--- src/rtl/slot_seq_pkg.sv ---
package slot_seq_pkg;

  typedef enum logic [2:0] {
    ST_IDLE  = 3'd0,
    ST_SLEEP = 3'd1,
    ST_RAMP  = 3'd2,
    ST_LIVE  = 3'd3,
    ST_DRAIN = 3'd4,
    ST_WAKE  = 3'd5
  } seq_state_e;

  // ramp-up milestones, in half-periods of T after pump start
  localparam int RAMP_VCC  = 3;
  localparam int RAMP_REL  = 8;
  localparam int RAMP_DONE = 14;

  // ramp-down milestones, in half-periods of T after trigger
  localparam int DRAIN_CLK  = 1;
  localparam int DRAIN_IO   = 2;
  localparam int DRAIN_VCC  = 3;
  localparam int DRAIN_DONE = 10;

  function automatic int step_width(input int wake_ticks);
    int top;
    top = (wake_ticks > RAMP_DONE) ? wake_ticks : RAMP_DONE;
    return $clog2(top + 1);
  endfunction

endpackage

--- src/rtl/slot_half_tick.sv ---
module slot_half_tick #(
  parameter int HALF_CYCLES = 32
) (
  input  logic clk,
  input  logic rst_n,
  input  logic run,
  input  logic restart,
  output logic tick
);
  localparam int CW = (HALF_CYCLES > 1) ? $clog2(HALF_CYCLES) : 1;
  localparam logic [CW-1:0] LAST = CW'(HALF_CYCLES - 1);

  logic [CW-1:0] cnt_q, cnt_d;

  assign tick = run && (cnt_q == LAST);

  always_comb begin
    if (!run || restart) cnt_d = '0;
    else if (tick)       cnt_d = '0;
    else                 cnt_d = cnt_q + 1'b1;
  end

  always_ff @(posedge clk or negedge rst_n) begin
    if (!rst_n) cnt_q <= '0;
    else        cnt_q <= cnt_d;
  end
endmodule

--- src/rtl/slot_fault_latch.sv ---
module slot_fault_latch
  import slot_seq_pkg::*;
(
  input  logic       clk,
  input  logic       rst_n,
  input  seq_state_e st_q,
  input  logic       cmd_n,
  input  logic       card_present,
  input  logic       fault_any,
  output logic       flt_q
);
  logic flt_set, flt_clr, flt_d;
  logic in_session;

  assign in_session = (st_q == ST_RAMP) || (st_q == ST_LIVE);
  assign flt_set    = !card_present || (fault_any && in_session);
  assign flt_clr    = (st_q == ST_IDLE) && cmd_n && card_present;

  always_comb begin
    if (flt_set)      flt_d = 1'b1;
    else if (flt_clr) flt_d = 1'b0;
    else              flt_d = flt_q;
  end

  always_ff @(posedge clk or negedge rst_n) begin
    if (!rst_n) flt_q <= 1'b0;
    else        flt_q <= flt_d;
  end
endmodule

--- src/rtl/slot_seq_fsm.sv ---
module slot_seq_fsm
  import slot_seq_pkg::*;
#(
  parameter int WAKE_TICKS = 96,
  parameter int SW = step_width(WAKE_TICKS)
) (
  input  logic          clk,
  input  logic          rst_n,
  input  logic          cmd_n,
  input  logic          mode,
  input  logic          card_present,
  input  logic          fault_any,
  input  logic          flt_q,
  input  logic          tick,
  output seq_state_e    st_q,
  output seq_state_e    st_d,
  output logic [SW-1:0] step_d,
  output logic          timed,
  output logic          restart
);
  localparam logic [SW-1:0] RAMP_END  = SW'(RAMP_DONE);
  localparam logic [SW-1:0] DRAIN_END = SW'(DRAIN_DONE);
  localparam logic [SW-1:0] WAKE_END  = SW'(WAKE_TICKS);

  logic [SW-1:0] step_q, step_nx;
  logic          stop_req, go_req;

  assign step_nx  = step_q + 1'b1;
  assign stop_req = fault_any || cmd_n || !mode;
  assign go_req   = mode && !cmd_n && !flt_q && card_present;
  assign timed    = (st_q == ST_RAMP) || (st_q == ST_DRAIN) || (st_q == ST_WAKE);
  assign restart  = (st_d != st_q);

  always_comb begin
    st_d   = st_q;
    step_d = step_q;
    unique case (st_q)
      ST_IDLE: begin
        if (!mode) st_d = ST_SLEEP;
        else if (go_req) begin
          st_d   = ST_RAMP;
          step_d = '0;
        end
      end
      ST_RAMP: begin
        if (stop_req) begin
          st_d   = ST_DRAIN;
          step_d = '0;
        end else if (tick) begin
          step_d = step_nx;
          if (step_nx == RAMP_END) st_d = ST_LIVE;
        end
      end
      ST_LIVE: begin
        if (stop_req) begin
          st_d   = ST_DRAIN;
          step_d = '0;
        end
      end
      ST_DRAIN: begin
        if (tick) begin
          step_d = step_nx;
          if (step_nx == DRAIN_END) st_d = mode ? ST_IDLE : ST_SLEEP;
        end
      end
      ST_SLEEP: begin
        if (mode) begin
          st_d   = ST_WAKE;
          step_d = '0;
        end
      end
      ST_WAKE: begin
        if (!mode) st_d = ST_SLEEP;
        else if (tick) begin
          step_d = step_nx;
          if (step_nx == WAKE_END) st_d = ST_IDLE;
        end
      end
      default: begin
        st_d   = ST_IDLE;
        step_d = '0;
      end
    endcase
  end

  always_ff @(posedge clk or negedge rst_n) begin
    if (!rst_n) begin
      st_q   <= ST_IDLE;
      step_q <= '0;
    end else begin
      st_q   <= st_d;
      step_q <= step_d;
    end
  end
endmodule

--- src/rtl/slot_out_stage.sv ---
module slot_out_stage
  import slot_seq_pkg::*;
#(
  parameter int SW = 7
) (
  input  logic          clk,
  input  logic          rst_n,
  input  seq_state_e    st_d,
  input  logic [SW-1:0] step_d,
  input  logic          host_rst,
  output logic          pump_q,
  output logic          vcc_q,
  output logic          io_q,
  output logic          clk_q,
  output logic          rst_q
);
  localparam logic [SW-1:0] UP_VCC = SW'(RAMP_VCC);
  localparam logic [SW-1:0] UP_REL = SW'(RAMP_REL);
  localparam logic [SW-1:0] DN_CLK = SW'(DRAIN_CLK);
  localparam logic [SW-1:0] DN_IO  = SW'(DRAIN_IO);
  localparam logic [SW-1:0] DN_VCC = SW'(DRAIN_VCC);

  logic pump_d, vcc_d, io_d, clk_d, rst_d;

  always_comb begin
    pump_d = 1'b0;
    vcc_d  = 1'b0;
    io_d   = 1'b0;
    clk_d  = 1'b0;
    rst_d  = 1'b0;
    unique case (st_d)
      ST_RAMP: begin
        pump_d = 1'b1;
        vcc_d  = (step_d >= UP_VCC);
        io_d   = (step_d >= UP_REL);
        clk_d  = (step_d >= UP_REL) && (clk_q || host_rst);
      end
      ST_LIVE: begin
        pump_d = 1'b1;
        vcc_d  = 1'b1;
        io_d   = 1'b1;
        clk_d  = 1'b1;
        rst_d  = !host_rst;
      end
      ST_DRAIN: begin
        // each line only falls; a line never raised stays low
        pump_d = 1'b1;
        vcc_d  = vcc_q && (step_d < DN_VCC);
        io_d   = io_q  && (step_d < DN_IO);
        clk_d  = clk_q && (step_d < DN_CLK);
      end
      default: ;
    endcase
  end

  always_ff @(posedge clk or negedge rst_n) begin
    if (!rst_n) begin
      pump_q <= 1'b0;
      vcc_q  <= 1'b0;
      io_q   <= 1'b0;
      clk_q  <= 1'b0;
      rst_q  <= 1'b0;
    end else begin
      pump_q <= pump_d;
      vcc_q  <= vcc_d;
      io_q   <= io_d;
      clk_q  <= clk_d;
      rst_q  <= rst_d;
    end
  end
endmodule

--- src/rtl/card_slot_sequencer.sv ---
module card_slot_sequencer
  import slot_seq_pkg::*;
#(
  parameter int HALF_T_CYCLES = 32,
  parameter int WAKE_TICKS    = 96
) (
  input  logic clk,
  input  logic rst_n,
  input  logic cmd_n,
  input  logic mode,
  input  logic host_rst,
  input  logic card_present,
  input  logic fault_ovc,
  input  logic fault_supply,
  input  logic fault_temp,
  output logic pump_en,
  output logic vcc_en,
  output logic io_rel,
  output logic clk_en,
  output logic card_rst,
  output logic irq_n
);
  localparam int SW = step_width(WAKE_TICKS);

  seq_state_e    st_q, st_d;
  logic [SW-1:0] step_d;
  logic          timed, restart, tick;
  logic          fault_any, flt_q;

  assign fault_any = fault_ovc || fault_supply || fault_temp || !card_present;

  slot_half_tick #(.HALF_CYCLES(HALF_T_CYCLES)) u_tick (
    .clk     (clk),
    .rst_n   (rst_n),
    .run     (timed),
    .restart (restart),
    .tick    (tick)
  );

  slot_seq_fsm #(.WAKE_TICKS(WAKE_TICKS), .SW(SW)) u_fsm (
    .clk          (clk),
    .rst_n        (rst_n),
    .cmd_n        (cmd_n),
    .mode         (mode),
    .card_present (card_present),
    .fault_any    (fault_any),
    .flt_q        (flt_q),
    .tick         (tick),
    .st_q         (st_q),
    .st_d         (st_d),
    .step_d       (step_d),
    .timed        (timed),
    .restart      (restart)
  );

  slot_fault_latch u_flt (
    .clk          (clk),
    .rst_n        (rst_n),
    .st_q         (st_q),
    .cmd_n        (cmd_n),
    .card_present (card_present),
    .fault_any    (fault_any),
    .flt_q        (flt_q)
  );

  slot_out_stage #(.SW(SW)) u_out (
    .clk      (clk),
    .rst_n    (rst_n),
    .st_d     (st_d),
    .step_d   (step_d),
    .host_rst (host_rst),
    .pump_q   (pump_en),
    .vcc_q    (vcc_en),
    .io_q     (io_rel),
    .clk_q    (clk_en),
    .rst_q    (card_rst)
  );

  assign irq_n = !flt_q;
endmodule

--- config.mk ---
export PLATFORM = sky130hd
export DESIGN_NAME = card_slot_sequencer
export DESIGN_NICKNAME = d
export VERILOG_FILES = /design/src/rtl/slot_seq_pkg.sv /design/src/rtl/slot_half_tick.sv /design/src/rtl/slot_fault_latch.sv /design/src/rtl/slot_seq_fsm.sv /design/src/rtl/slot_out_stage.sv /design/src/rtl/card_slot_sequencer.sv
export SDC_FILE = /design/constraint.sdc
export NUM_CORES = 1
export LEC_CHECK = 0
export CAP_MARGIN = 25
export CORE_MARGIN = 2
export CORE_UTILIZATION = 44
export DETAILED_ROUTE_END_ITERATION = 6
export GPL_TIMING_DRIVEN = 0
export PLACE_DENSITY = 0.76
export SYNTH_ARGS = -nofsm -noshare
export SYNTH_HDL_FRONTEND = slang
export SYNTH_SLANG_ARGS = --single-unit
--- constraint.sdc ---
create_clock -name clk -period 6.5 [get_ports clk]
set_input_delay 1.3 -clock clk [delete_from_list [all_inputs] [get_ports clk]]
set_output_delay 1.3 -clock clk [all_outputs]
set_load 0.005 [all_outputs]
==> summary.md, run 1 <==
| Metric | Value |
|---|---|
| Status | finished clean |
| Minimum clock period after layout | 3.47 ns |
| Initial Util | 45.2% |
| Post-synth EDFFs | 0 |
| GR peak layer | met2 |
| Largest cells by area after synthesis | dfrtp_1 (35%), o211ai_1 (4.0%), ha_1 (3.4%), nand2_1 (3.3%), o21ai_0 (3.0%) |
| Commonest cells post-synth | dfrtp_1 (21), nand2_1 (13), nor2_1 (9), o21ai_0 (9) |
| CTS tree | yes |
| Clock transition at path regs | 0.13 ns |
| Syn Inst Count | 168 |
| ANT cells | 0 |
| Worst hold path class | flop to flop |
| Maximum vdd drop | 0.0953 mV |
| Die X | 62.1 um |
| Root Driver | clkbuf_4 |
| Unrepaired setup endpoints after global routing | false |
| CP max FO | 7 |
| Number of cells on the worst hold path | 1 |
| Async S/R FF share, synth | 100% |
| DRC violations left | 0 |
| Met1 Usage GRT | 24.9% |
| Clock group share of total power | 31.7% |
| Final hold vios | 0 |
| Final slew viol count | 0 |
| DP HPWL | 2.64 mm |
| Crit share post-route | 53.4% |
| Inserted Clock Buffers | 3 |
| Worst Setup End Kind | flop |
| Setup TNS Final | 0 ns |
| Reg2Reg Depth | 9 |
| First-pass GRT wire length | 6.31 mm |
| Pleak | 0.710 nW |
| CTS Hold Bufs | 0 |
| Met3 usage | 2.72% |
| Count leader, synth | dfrtp_1 |
| Clock Path Buffers | 2 |
| Core Util, Final | 52.9% |
| Clk_lat worst skew | 0.31 ns |
| Synth Register Bits | 21 |
| Psw | 0.0000500 W |
| Power per cell area | 121 nW/um^2 |
| Sequential area share after synthesis | 35.4% |
| Main combinational cell family by area after synthesis | simple AND/OR/NAND/NOR gates |
| Via Count | 1,414 |
| WP data arrival | 3.72 ns |
| Hold_sp | u_tick.cnt_q[0]$_DFF_PN0_ |
| Global route total overflow | 0 |
| Netlist cell types | 54 |
| Number of global-route vias before repair | 1,372 |
| Critical path class | primary input to flop |
| MaxCap Viol Count | 0 |
| DR pass1 iterations | 4 |
| Top-Level Pins | 15 |
| GPL Wtd Cong | 0.914 |
| Largest net degree at the start of global routing | 22 |
| Worst flop-to-flop path endpoint | u_out.vcc_q$_DFF_PN0_ |
| Ys flop type | dfrtp_1 |
| Placeable Area | 3280 um^2 |
| Clock Sinks | 21 |
| Startpoint types | primary input |
| Avg WL per Cell | 15.1 um |
| Headroom to the max-slew limit | 64.1% |
| Initial antenna violation count | 0 |
| Met2 GRT Util | 33.6% |
| Tot GR Track Use | 20.1% |
| Reg-to-Reg Start | u_tick.cnt_q[0]$_DFF_PN0_ |
| Pint | 0.000160 W |
| Reg2Reg Setup Slack | 3.82 ns |
| H-tree levels | 1 |
| Row count | 21 |
| Compound-Gate Fraction of Synth Area | 22.7% |
| Syn-to-layout area delta | 17.0% |
| Yosys warnings | 0 |
| Die area | 3860 um^2 |
| Synth Cell Area | 1490 um^2 |
| XOR/XNOR share of the synthesized area | 5.31% |
| Mapped Nets | 181 |
| Total wire length | 3.52 mm |
| Slew @ Worst Pin | 0.535 ns |
| Fraction of layout cells with a size suffix above 1 | 13.4% |
| Sequential power share | 62.1% |
| Drt initial violations | 44 |
| Hold Crit Endpoint | u_tick.cnt_q[0]$_DFF_PN0_ |
| Die extent in y | 62.1 um |
| Net Sw Frac | 23.8% |
| Post-route ant nets | 0 |
| Final nets | 201 |
| Critical Path RT | 6.75 ns |
| Avg Cell Area, Syn | 8.84 um^2 |
| Final setup fails | 0 |
| Post-CTS Resized | 0 |
| Synth area leader | dfrtp_1 |
| Fmax | 0.288 GHz |
| Detailed-route vias per instance | 6.07 |
| Post-Synth Simple-Gate Area | 26.6% |
| Post-Synth Adder-Cell Area | 3.37% |
| Clk_skew | 0.00350 ns |
| Buffers on Ports | 14 |
| Combinational fraction of design power | 6.2% |
| Top-area cell type share of the netlist area | 35.4% |
| Setup Fix Bufs, Post-CTS | 0 |
| Multiplexer share of the synthesized area | 1.35% |
## metal layers
metal  vias up  part of all wire (%)  wire, um
met2        46                    49      1720
met5         -                     0         0
met3        15                   4.3       150
met4         0                   4.3       152
li1        658                     -         -
met1       695                    43      1500
## worst max-delay path, cell delays in order
cell	delay [ns]
clkdlybuf4s50_1	0.63
nand3b_1	0.27
o31ai_4	0.44
nand2_2	0.17
o21ai_2	0.25
a21oi_1	0.18
o211ai_1	0.26
mux2i_1	0.21
## sequential cells by signal, indices dropped and copies added, names as in the netlist
register      cells
u_fsm.step_q      7
u_tick.cnt_q      5
u_fsm.st_q        3
u_flt.flt_q       1
u_out.clk_q       1
u_out.io_q        1
u_out.pump_q      1
u_out.rst_q       1
u_out.vcc_q       1
## worst max path at each step
| stage | depth (start not counted) | slack (ns) | start | end |
|---|---|---|---|---|
| 2_1_floorplan | 7 | 3.59 | fault_supply | u_out.vcc_q$_DFF_PN0_ |
| 3_3_place_gp | 8 | 2.81 | mode | u_out.vcc_q$_DFF_PN0_ |
| 3_5_place_dp | 8 | 2.74 | mode | u_out.vcc_q$_DFF_PN0_ |
| 6_report | 8 | 3.03 | mode | u_out.vcc_q$_DFF_PN0_ |
| 4_1_cts | 8 | 3.06 | mode | u_out.vcc_q$_DFF_PN0_ |
| 5_1_grt | 8 | 2.86 | mode | u_out.vcc_q$_DFF_PN0_ |
## through the flow
| stage | area, um^2 | power [W] | instances | hold slack (ns) | worst slack [ns] |
|---|---|---|---|---|---|
| 2_1_floorplan | 1490 | 0.000135 | 168 | 0.438 | 3.59 |
| 3_3_place_gp | 1680 | 0.000144 | 228 | 0.453 | 2.81 |
| 3_5_place_dp | 1680 | 0.000144 | 228 | 0.468 | 2.74 |
| 4_1_cts | 1710 | 0.000210 | 232 | 0.488 | 3.06 |
| 5_1_grt | 1740 | 0.000217 | 233 | 0.523 | 2.86 |
| 6_report | 1740 | 0.000210 | 233 | 0.483 | 3.03 |
## power by group through the flow
| stage | registers, W | logic, W | clock network [W] |
|---|---|---|---|
| after floorplan | 0.000133 | 0.00000184 | 0 |
| after detailed placement | 0.000133 | 0.0000113 | 0 |
| after global placement | 0.000133 | 0.0000108 | 0 |
| after CTS | 0.000131 | 0.0000113 | 0.0000678 |
| after global routing | 0.000131 | 0.0000145 | 0.0000723 |
| final | 0.000131 | 0.0000131 | 0.0000666 |
## area by class of cell
type                            instances  area (um^2)
Inverter                                9         33.8
Multi-Input combinational cell        129          881
Buffer                                  9         45.0
Sequential cell                        21          526
Timing Repair Buffer                   15          168
Fill cell                             316         1550
Tap cell                               46         57.6
Clock inverter                          1         5.00
Clock buffer                            3         22.5
## cells by family (layout without fill, tap and decap cells)
logic type,Yosys count,after routing
AOI/OAI and AO/OA,45,45
buffers and inverters,18,37
and+or+nand+nor,69,69
DFF,21,21
xor gates and xnor gates,9,9
adders and majority gates,4,4
muxes,2,2
## placed cells by master (no fill, tap or decap), types with 3 or more instances in the layout
master,netlist,final
o21ai_0,9,9
nand2b_1,5,5
dfrtp_1,21,21
xor2_1,4,4
nor3_1,8,8
nand2_1,13,13
a21oi_1,6,6
xnor2_1,5,5
nand4_1,4,4
nand3_1,7,7
and3_1,5,5
o211ai_1,8,8
ha_1,4,4
clkdlybuf4s50_1,0,14
nor2_1,9,9
buf_2,6,6
clkbuf_4,0,3
inv_1,8,8
Note: power is estimated with default switching activity, not from simulation.
==> inputs of run 2 (changes only) <==
==> constraint.sdc (replaced) <==
create_clock -name clk -period 3.5 [get_ports clk]
set_input_delay 0.7 -clock clk [delete_from_list [all_inputs] [get_ports clk]]
set_output_delay 0.7 -clock clk [all_outputs]
set_load 0.005 [all_outputs]
==> results of run 2 <==
Same layout as run 1 (identical final DEF). Status: finished clean.
Main changes from that run: setup slack after placement 2.74 ns -> 0.345 ns; setup slack after layout 3.03 ns -> 0.630 ns; register-to-register setup slack 3.82 ns -> 0.82 ns; total power 0.000210 W -> 0.000391 W; worst IR drop on VDD 0.0953 mV -> 0.177 mV
==> inputs of run 3 (changes only) <==
==> constraint.sdc (replaced) <==
create_clock -name clk -period 2.8 [get_ports clk]
set_input_delay 0.56 -clock clk [delete_from_list [all_inputs] [get_ports clk]]
set_output_delay 0.56 -clock clk [all_outputs]
set_load 0.005 [all_outputs]
==> run 3 against run 2 <==
Effect of this change:
- critical path depth unchanged
- largest cell class unchanged
- first-iteration DRC count increased by 23%
- count of clock-buffer cells in the layout unchanged
- hold slack improved by 0.0024 ns
==> summary.md, run 3 (same netlist as run 1, synthesis figures left out) <==
| Metric | Value |
|---|---|
| Status | finished clean |
| Die X | 62.1 um (unchanged) |
| Via Count | 1,414 (unchanged) |
| Reg2Reg Setup Slack | 0.23 ns |
| Placeable Area | 3280 um^2 (unchanged) |
| Top-Level Pins | 15 (unchanged) |
| Clk_lat worst skew | 0.31 ns (about the same) |
| Syn-to-layout area delta | 20.1% |
| Biggest regs | u_fsm.step_q x7, u_tick.cnt_q x5, u_fsm.st_q x3 |
| Core Util, Final | 54.3% (+1.4 points) |
| Met2 GRT Util | 33.6% (unchanged) |
| Row count | 21 (unchanged) |
| Worst-path cell chain | clkdlybuf4s50_1, or3_1, o31ai_4, nand2_2, o21ai_2, a21oi_1, o211ai_1, mux2i_1 |
| Total wire length | 3.65 mm (+3.5%) |
| CP max FO | 6 (-1) |
| DRC violations left | 0 (unchanged) |
| Initial Util | 45.2% (unchanged) |
| CTS Hold Bufs | 0 (unchanged) |
| CTS tree | yes |
| Pint | 0.000373 W |
| MaxCap Viol Count | 0 (unchanged) |
| Max reg flops | 7 (unchanged) |
| Clock Sinks | 21 (unchanged) |
| Final setup fails | 0 (unchanged) |
| Power per cell area | 272 nW/um^2 |
| Final slew viol count | 0 (unchanged) |
| Worst hold path class | flop to flop |
| Slew @ Worst Pin | 0.533 ns (-0.00176 ns) |
| Headroom to the max-slew limit | 64.2% (+0.12 points) |
| ANT cells | 0 (unchanged) |
| GR peak layer | met2 |
| Crit share post-route | 95.8% |
| Critical path's slowest cell | or3_1 |
| Fraction of layout cells with a size suffix above 1 | 16.7% (+3.3 points) |
| Pleak | 0.736 nW (+3.7%) |
| Clock Path Buffers | 2 (unchanged) |
| Buffers on Ports | 14 (unchanged) |
| Initial antenna violation count | 0 (unchanged) |
| Critical Path RT | 3.04 ns |
| Worst Setup End Kind | flop |
| Root Driver | clkbuf_4 |
| Clock transition at path regs | 0.12 ns (about the same) |
| WP data arrival | 2.92 ns |
| Psw | 0.000113 W |
| CP max stage delay | 0.46 ns (-0.17 ns) |
| Tot GR Track Use | 20.1% (unchanged) |
| Setup TNS Final | 0 ns (unchanged) |
| H-tree levels | 1 (unchanged) |
| Post-route ant nets | 0 (unchanged) |
| Startpoint types | primary input |
| Largest net degree at the start of global routing | 22 (unchanged) |
| Net Sw Frac | 23.3% |
| Clock group share of total power | 31.1% (-0.6 points) |
| GPL Wtd Cong | 0.914 (unchanged) |
| Tot Pwr | 0.000486 W |
| Met1 Usage GRT | 24.9% (unchanged) |
| Die extent in y | 62.1 um (unchanged) |
| Maximum vdd drop | 0.222 mV |
| Global route total overflow | 0 (unchanged) |
| DR pass1 iterations | 4 (unchanged) |
| Number of global-route vias before repair | 1,372 (unchanged) |
| First-pass GRT wire length | 6.31 mm (unchanged) |
| Clk_skew | 0.00144 ns (-0.00206 ns) |
| Fmax | 0.373 GHz |
| Final nets | 206 (+2.5%) |
| Final hold vios | 0 (unchanged) |
| Detailed-route vias per instance | 5.94 (-2.1%) |
| FILL cells | 313 (-0.95%) |
| Biggest register | u_fsm.step_q |
| Drt initial violations | 54 (+23%) |
| Combinational fraction of design power | 6.4% (+0.2 points) |
| Sequential power share | 62.4% (+0.3 points) |
| Die area | 3860 um^2 (unchanged) |
| Avg WL per Cell | 15.3 um (+1.4%) |
| DP HPWL | 2.64 mm (unchanged) |
| Most frequent cells in the layout | dfrtp_1 (21), clkdlybuf4s50_1 (14), nand2_1 (13) |
| Critical path class | primary input to flop |
| Commonest non-fill, non-tap cell in the layout | dfrtp_1 |
| Minimum clock period after layout | 2.68 ns |
| Met3 usage | 2.72% (unchanged) |
| Inserted Clock Buffers | 3 (unchanged) |
## run 3: worst max-delay path, delay by kind of cell
family | cells | cell delay, ns
compound gates | 4 | 1.09
simple gates | 2 | 0.63
buf+inv | 1 | 0.43
mux | 1 | 0.21
## run 3: power groups by stage
stage	Sequential (W)	Clock [W]	Combinational, W
after floorplan	0.000309	0	0.00000427
after global placement	0.000309	0	0.0000251
after detailed placement	0.000309	0	0.0000261
after CTS	0.000303	0.000157	0.0000262
after global routing	0.000303	0.000168	0.0000346
final	0.000303	0.000151	0.0000313
## run 3: timing repair
action / CTS / global route
setup endpoints to repair: 0 / 3
gates resized for setup: 0 / 4
setup buffers: 0 / 5
## run 3: layer usage
layer	vias up	part of all wire [%]
li1	669	-
met1	696	45
met2	39	49
met3	10	3.3
met4	0	3.0
met5	-	0
## run 3: final timing paths
kind                                                 from                         to  cells past startpoint
max in group asynchronous                           rst_n  u_fsm.step_q[0]$_DFF_PN0_                      2
worst min register to register  u_tick.cnt_q[0]$_DFF_PN0_  u_tick.cnt_q[0]$_DFF_PN0_                      1
worst max-delay path                         fault_supply      u_out.vcc_q$_DFF_PN0_                      8
min in group asynchronous                           rst_n    u_flt.flt_q$_DFFE_PN0P_                      1
worst max register to register  u_tick.cnt_q[0]$_DFF_PN0_      u_out.vcc_q$_DFF_PN0_                     10
worst min-delay path            u_tick.cnt_q[0]$_DFF_PN0_  u_tick.cnt_q[0]$_DFF_PN0_                      1
## run 3: metrics by stage
stage	hold slack [ns]	setup WS, ns	area (um^2)	cells
2_1_floorplan	0.264	0.542	1490	168
3_3_place_gp	0.453	-0.151	1680	228
4_1_cts	0.488	0.0986	1710	232
6_report	0.485	0.118	1780	238
5_1_grt	0.500	-0.00762	1780	238
3_5_place_dp	0.468	-0.215	1680	228
## run 3: final cells by class
| type | instances | area [um^2] | share of cell area (%) |
|---|---|---|---|
| multi-input cells | 129 | 887 | 49.8 |
| flip-flops and latches | 21 | 526 | 29.5 |
| repair buffers | 20 | 205 | 11.5 |
| well taps | 46 | 57.6 | 3.23 |
| plain buffers | 9 | 46.3 | 2.60 |
| inverters | 9 | 33.8 | 1.89 |
| clock buffers | 3 | 22.5 | 1.26 |
| clock inverters | 1 | 5.00 | 0.281 |
